## src/rtl/flash_pulse_pkg.sv

```systemverilog
package flash_pulse_pkg;

  typedef enum logic [2:0] {
    PH_IDLE  = 3'd0,
    PH_WDOFF = 3'd1,
    PH_SETUP = 3'd2,
    PH_PULSE = 3'd3,
    PH_HOLD  = 3'd4,
    PH_RECOV = 3'd5,
    PH_DONE  = 3'd6
  } phase_t;

  typedef enum logic [1:0] {
    WC_SHORT = 2'd0,
    WC_LONG  = 2'd1,
    WC_ADD   = 2'd2,
    WC_ALT   = 2'd3
  } width_code_t;

  typedef struct packed {
    logic wdt_en;
    logic psetup;
    logic prog;
    logic busy;
    logic done;
  } ctrl_t;

  function automatic ctrl_t phase_ctrl(phase_t ph);
    ctrl_t c;
    c.wdt_en = (ph == PH_IDLE) || (ph == PH_DONE);
    c.psetup = (ph == PH_SETUP) || (ph == PH_PULSE) || (ph == PH_HOLD);
    c.prog   = (ph == PH_PULSE);
    c.busy   = (ph != PH_IDLE);
    c.done   = (ph == PH_DONE);
    return c;
  endfunction

endpackage

```

## src/rtl/flash_wait_counter.sv

```systemverilog
module flash_wait_counter #(
  parameter int CNT_W = 8
) (
  input  logic             clk,
  input  logic             rst_n,
  input  logic             load,
  input  logic [CNT_W-1:0] load_val,
  output logic             expired
);
  logic [CNT_W-1:0] cnt;

  always_ff @(posedge clk or negedge rst_n) begin
    if (!rst_n) begin
      cnt <= '0;
    end else if (load) begin
      cnt <= load_val;
    end else if (cnt != '0) begin
      cnt <= cnt - 1'b1;
    end
  end

  assign expired = (cnt == '0);
endmodule

```

## src/rtl/flash_width_sel.sv

```systemverilog
module flash_width_sel
  import flash_pulse_pkg::*;
#(
  parameter int CNT_W     = 8,
  parameter int SHORT_CYC = 4,
  parameter int LONG_CYC  = 16,
  parameter int ADD_CYC   = 8
) (
  input  logic             clk,
  input  logic             rst_n,
  input  logic             capture,
  input  logic [1:0]       code,
  output logic [CNT_W-1:0] len_m1
);
  localparam logic [CNT_W-1:0] SHORT_M1 = CNT_W'(SHORT_CYC - 1);
  localparam logic [CNT_W-1:0] LONG_M1  = CNT_W'(LONG_CYC - 1);
  localparam logic [CNT_W-1:0] ADD_M1   = CNT_W'(ADD_CYC - 1);

  logic [CNT_W-1:0] pick;

  always_comb begin
    case (width_code_t'(code))
      WC_LONG: pick = LONG_M1;
      WC_ADD:  pick = ADD_M1;
      default: pick = SHORT_M1;
    endcase
  end

  always_ff @(posedge clk or negedge rst_n) begin
    if (!rst_n) begin
      len_m1 <= SHORT_M1;
    end else if (capture) begin
      len_m1 <= pick;
    end
  end
endmodule

```

## src/rtl/flash_phase_fsm.sv

```systemverilog
module flash_phase_fsm
  import flash_pulse_pkg::*;
#(
  parameter int CNT_W     = 8,
  parameter int SETUP_CYC = 4,
  parameter int HOLD_CYC  = 2,
  parameter int RECOV_CYC = 3
) (
  input  logic             clk,
  input  logic             rst_n,
  input  logic             start,
  input  logic             expired,
  input  logic [CNT_W-1:0] pulse_m1,
  output logic             accept,
  output logic             load,
  output logic [CNT_W-1:0] load_val,
  output ctrl_t            ctrl
);
  localparam logic [CNT_W-1:0] SETUP_M1 = CNT_W'(SETUP_CYC - 1);
  localparam logic [CNT_W-1:0] HOLD_M1  = CNT_W'(HOLD_CYC - 1);
  localparam logic [CNT_W-1:0] RECOV_M1 = CNT_W'(RECOV_CYC - 1);

  phase_t ph, ph_nxt;

  always_comb begin
    ph_nxt = ph;
    case (ph)
      PH_IDLE:  if (start)   ph_nxt = PH_WDOFF;
      PH_WDOFF:              ph_nxt = PH_SETUP;
      PH_SETUP: if (expired) ph_nxt = PH_PULSE;
      PH_PULSE: if (expired) ph_nxt = PH_HOLD;
      PH_HOLD:  if (expired) ph_nxt = PH_RECOV;
      PH_RECOV: if (expired) ph_nxt = PH_DONE;
      PH_DONE:               ph_nxt = PH_IDLE;
      default:               ph_nxt = PH_IDLE;
    endcase
  end

  assign accept = (ph == PH_IDLE) && start;
  assign load   = (ph_nxt != ph);

  always_comb begin
    case (ph_nxt)
      PH_SETUP: load_val = SETUP_M1;
      PH_PULSE: load_val = pulse_m1;
      PH_HOLD:  load_val = HOLD_M1;
      PH_RECOV: load_val = RECOV_M1;
      default:  load_val = '0;
    endcase
  end

  always_ff @(posedge clk or negedge rst_n) begin
    if (!rst_n) begin
      ph   <= PH_IDLE;
      ctrl <= phase_ctrl(PH_IDLE);
    end else begin
      ph   <= ph_nxt;
      ctrl <= phase_ctrl(ph_nxt);
    end
  end
endmodule

```

## src/rtl/flash_pulse_seq.sv

```systemverilog
module flash_pulse_seq
  import flash_pulse_pkg::*;
#(
  parameter int SETUP_CYC = 4,
  parameter int SHORT_CYC = 10,
  parameter int LONG_CYC  = 40,
  parameter int ADD_CYC   = 20,
  parameter int HOLD_CYC  = 3,
  parameter int RECOV_CYC = 5
) (
  input  logic       clk,
  input  logic       rst_n,
  input  logic       start_i,
  input  logic [1:0] width_i,
  output logic       wdt_en_o,
  output logic       psetup_o,
  output logic       prog_o,
  output logic       busy_o,
  output logic       done_o
);
  localparam int MAX_A   = (SETUP_CYC > HOLD_CYC) ? SETUP_CYC : HOLD_CYC;
  localparam int MAX_B   = (RECOV_CYC > SHORT_CYC) ? RECOV_CYC : SHORT_CYC;
  localparam int MAX_C   = (LONG_CYC > ADD_CYC) ? LONG_CYC : ADD_CYC;
  localparam int MAX_AB  = (MAX_A > MAX_B) ? MAX_A : MAX_B;
  localparam int MAX_CYC = (MAX_AB > MAX_C) ? MAX_AB : MAX_C;
  localparam int CNT_W   = (MAX_CYC < 2) ? 1 : $clog2(MAX_CYC);

  logic             accept, load, expired;
  logic [CNT_W-1:0] load_val, pulse_m1;
  ctrl_t            ctrl;

  flash_width_sel #(
    .CNT_W(CNT_W), .SHORT_CYC(SHORT_CYC), .LONG_CYC(LONG_CYC), .ADD_CYC(ADD_CYC)
  ) u_width (
    .clk(clk), .rst_n(rst_n), .capture(accept), .code(width_i), .len_m1(pulse_m1)
  );

  flash_phase_fsm #(
    .CNT_W(CNT_W), .SETUP_CYC(SETUP_CYC), .HOLD_CYC(HOLD_CYC), .RECOV_CYC(RECOV_CYC)
  ) u_fsm (
    .clk(clk), .rst_n(rst_n), .start(start_i), .expired(expired),
    .pulse_m1(pulse_m1), .accept(accept), .load(load), .load_val(load_val),
    .ctrl(ctrl)
  );

  flash_wait_counter #(.CNT_W(CNT_W)) u_cnt (
    .clk(clk), .rst_n(rst_n), .load(load), .load_val(load_val), .expired(expired)
  );

  assign wdt_en_o = ctrl.wdt_en;
  assign psetup_o = ctrl.psetup;
  assign prog_o   = ctrl.prog;
  assign busy_o   = ctrl.busy;
  assign done_o   = ctrl.done;
endmodule

```

## config.mk

```make
export PLATFORM = sky130hd
export DESIGN_NAME = flash_pulse_seq
export DESIGN_NICKNAME = d
export VERILOG_FILES = /design/src/rtl/flash_pulse_pkg.sv /design/src/rtl/flash_wait_counter.sv /design/src/rtl/flash_width_sel.sv /design/src/rtl/flash_phase_fsm.sv /design/src/rtl/flash_pulse_seq.sv
export SDC_FILE = /design/constraint.sdc
export NUM_CORES = 1
export LEC_CHECK = 0
export CAP_MARGIN = 25
export CORE_MARGIN = 3
export CORE_UTILIZATION = 59
export DETAILED_ROUTE_END_ITERATION = 10
export PLACE_DENSITY_LB_ADDON = 0.12
export SLEW_MARGIN = 5
export SYNTH_ARGS = -nofsm -noshare
export SYNTH_HDL_FRONTEND = slang
export SYNTH_SLANG_ARGS = --single-unit
```

## constraint.sdc

```tcl
create_clock -name clk -period 4.06 [get_ports clk]
set_input_delay 0.609 -clock clk [delete_from_list [all_inputs] [get_ports clk]]
set_output_delay 0.609 -clock clk [all_outputs]
set_load 0.02 [all_outputs]
```

==> flow_summary.json <==
{
  "status": "completed",
  "h-tree-depth": 1,
  "cts_hold_buf": 0,
  "die_h_microns": 48.1,
  "globalplace.congestion": 0.866,
  "crit_family": "buffers and inverters",
  "fmax_mhz": 494,
  "hpwl_microns": 1420,
  "top_layer": "met4",
  "pin_count": 10,
  "die_area_sq_um": 2310,
  "wire_per_inst_microns": 13.5,
  "max_stage_delay_ns": 0.59,
  "routedLengthMet1_microns": 836,
  "nNetsFinal": 120,
  "multi_input_area_sq_um": 533,
  "ys_ff_latch": 18,
  "rows": 14,
  "first_pass_iters": 4,
  "die_w_microns": 48.1,
  "path_cells": "clkdlybuf4s50_1",
  "cp.required_ns": 3.45,
  "wl_met3_microns": 63,
  "cts_resized": 0,
  "skew_ns": 0.00561,
  "grt_max_degree": 19,
  "crit_path_max_fanout": 1,
  "ys.flop_type": "dfrtp_1",
  "min_period_ns": 2.03,
  "core_region_area_sq_um": 1590,
  "grt_use_total_pct": 20.5,
  "critPathLaunchType": "flop",
  "path_buf_inv": 1,
  "report.power.total_uw": 943,
  "synth_area_leaders": "dfrtp_1 (38%), dfstp_2 (5.0%), ha_1 (4.8%)",
  "n_antenna_cell": 0,
  "path_clk_slew_ns": 0.10,
  "finalNonFillerCells": 134,
  "yosysWarnings": 0,
  "synthesis.nets": 109,
  "drv_slew": 0,
  "timing.slew.headroom_pct": 47.7,
  "io_buffers": 9,
  "setup_viol": 0,
  "synth_cell_types": 40,
  "min_period_over_period_pct": 49.9,
  "overflow": 0,
  "root_buffer": "clkbuf_4",
  "area_growth_syn_to_layout_pct": 11.7,
  "critPathCaptureType": "output pin",
  "grt_antenna_before_repair": 0,
  "wl_met2_microns": 864,
  "wl_microns": 1810,
  "initial_utilization_pct": 65.6,
  "hold_slack_ns": 0.476,
  "grt_first_pass_wirelength_microns": 3170,
  "cts_setup_buffers": 0,
  "drc": 0,
  "clock_path_buffers": 2,
  "avgSynthCellArea_sq_um": 10.5,
  "clock-sinks": 18,
  "synth_async_sr_flop_share_pct": 100,
  "rsz0062_at_grt": "false",
  "netlist.area_leader.share_pct": 38.3,
  "synth_top_area_cell": "dfrtp_1",
  "worstPathArrival_ns": 1.42,
  "drt_iter0_drc": 19,
  "hp-class": "reg2reg",
  "critPathKind": "reg2out",
  "cap_violations": 0,
  "crit_slowest_cell": "clkdlybuf4s50_1",
  "dp_slack_ns": 2.16,
  "synth_area_sq_um": 1050,
  "hold_viol": 0,
  "fin_ws_ns": 2.03,
  "syn_inst": 100,
  "fillers": 122,
  "ys_seq_area_share_pct": 43.3,
  "insertion_delay_ns": 0.30,
  "cts_tree": "built",
  "ir_drop_mv": 0.489,
  "seqCellArea_sq_um": 453,
  "layout-drive-gt1-share_pct": 17.3,
  "leakage_uw": 0.000489,
  "antenna_left": 0,
  "fin_tns_setup_ns": 0,
  "pwr_density_cell_nw_per_um2": 807,
  "worst_pin_slew_ns": 0.781,
  "place_inst": 130,
  "via_per_inst": 5.51,
  "first_global_vias": 692,
  "synth_edf_count": 0,
  "vias": 739,
  "cts_made_buffers": 3
}
-- path summary, 6_finish.rpt --
| path | start | endpoint | slack [ns] | cells past startpoint |
|---|---|---|---|---|
| min in group asynchronous | rst_n | u_fsm.ctrl[3] | 0.75 | 1 |
| min reg2reg | u_width.len_m1[3] | u_width.len_m1[3] | 0.48 | 2 |
| max in group asynchronous | rst_n | u_width.len_m1[2] | 2.82 | 1 |
| max reg2reg | u_cnt.cnt[0] | u_cnt.cnt[5] | 2.29 | 6 |
| max | u_fsm.ctrl[4] | wdt_en_o | 2.03 | 1 |
| min | u_width.len_m1[3] | u_width.len_m1[3] | 0.48 | 2 |
-- layer usage --
metal	track usage, %	vias up
met2	31.4	13
met3	4.43	6
li1	-	370
met5	0	-
met4	11.3	0
met1	27.1	350
-- cell usage in the layout, fill, tap and decap left out, types with 2 or more instances in the layout --
cell,Yosys,routed
dfrtp_1,16,16
nand2_1,11,11
clkdlybuf4s50_1,0,9
inv_1,7,7
nor2_1,7,7
nor3_1,4,4
o21ai_0,4,4
ha_1,4,4
xnor2_1,3,3
nand3_1,3,3
o2bb2ai_1,3,3
clkbuf_4,0,3
nor3_2,2,2
a21oi_1,2,2
xor2_1,2,2
nand2b_1,2,2
mux2_2,2,2
dfstp_2,2,2
-- layout make-up --
type / instances / area share [%]
Clock buffer: 4 / 3.10
Inverter: 7 / 2.25
Multi-Input combinational cell: 72 / 45.6
Sequential cell: 18 / 38.8
Tap cell: 24 / 2.57
Timing Repair Buffer: 9 / 7.71
-- power by group --
group / leakage (uW) / total (uW) / switching (uW) / internal (uW)
logic: 0.000248 / 491 / 263 / 228
registers: 0.000219 / 343 / 82.5 / 261
clock network: 0.0000210 / 110 / 54.8 / 54.8
total: 0.000489 / 943 / 400 / 543
-- flip-flops by register name, summed over array words and instances, names as in the netlist --
signal	cells
u_cnt.cnt	6
u_fsm.ctrl	5
u_fsm.ph	3
u_width.len_m1	4
-- per-stage QoR --
| stage | utilization [%] | area [sq um] |
|---|---|---|
| after detailed placement | 71.0 | 1130 |
| after global routing | 73.3 | 1170 |
| after global placement | 71.0 | 1130 |
| after CTS | 73.3 | 1170 |
| after floorplan | - | 1050 |
| final | 73.3 | 1170 |
-- kinds of logic (layout without fill, tap and decap cells) --
kind of cell    Yosys count  count (layout)  share of synthesized area, %
compound gates           22              22                          18.8
xor+xnor                  5               5                          4.19
fa+ha+maj                 4               4                          4.78
buf+inv                  10              20                          5.74
flops                    18              18                          43.3
mux                       2               2                          2.15
simple gates             39              39                          21.1
-- Yosys cell counts, types with 2 or more instances --
library cell	count
nand2b_1	2
nand3_1	3
nor3_1	4
mux2_2	2
a21oi_1	2
o21ai_0	4
ha_1	4
nand2_1	11
buf_6	3
nor3_2	2
xor2_1	2
dfstp_2	2
o2bb2ai_1	3
dfrtp_1	16
inv_1	7
xnor2_1	3
nor2_1	7
Note: power is estimated with default switching activity, not from simulation.
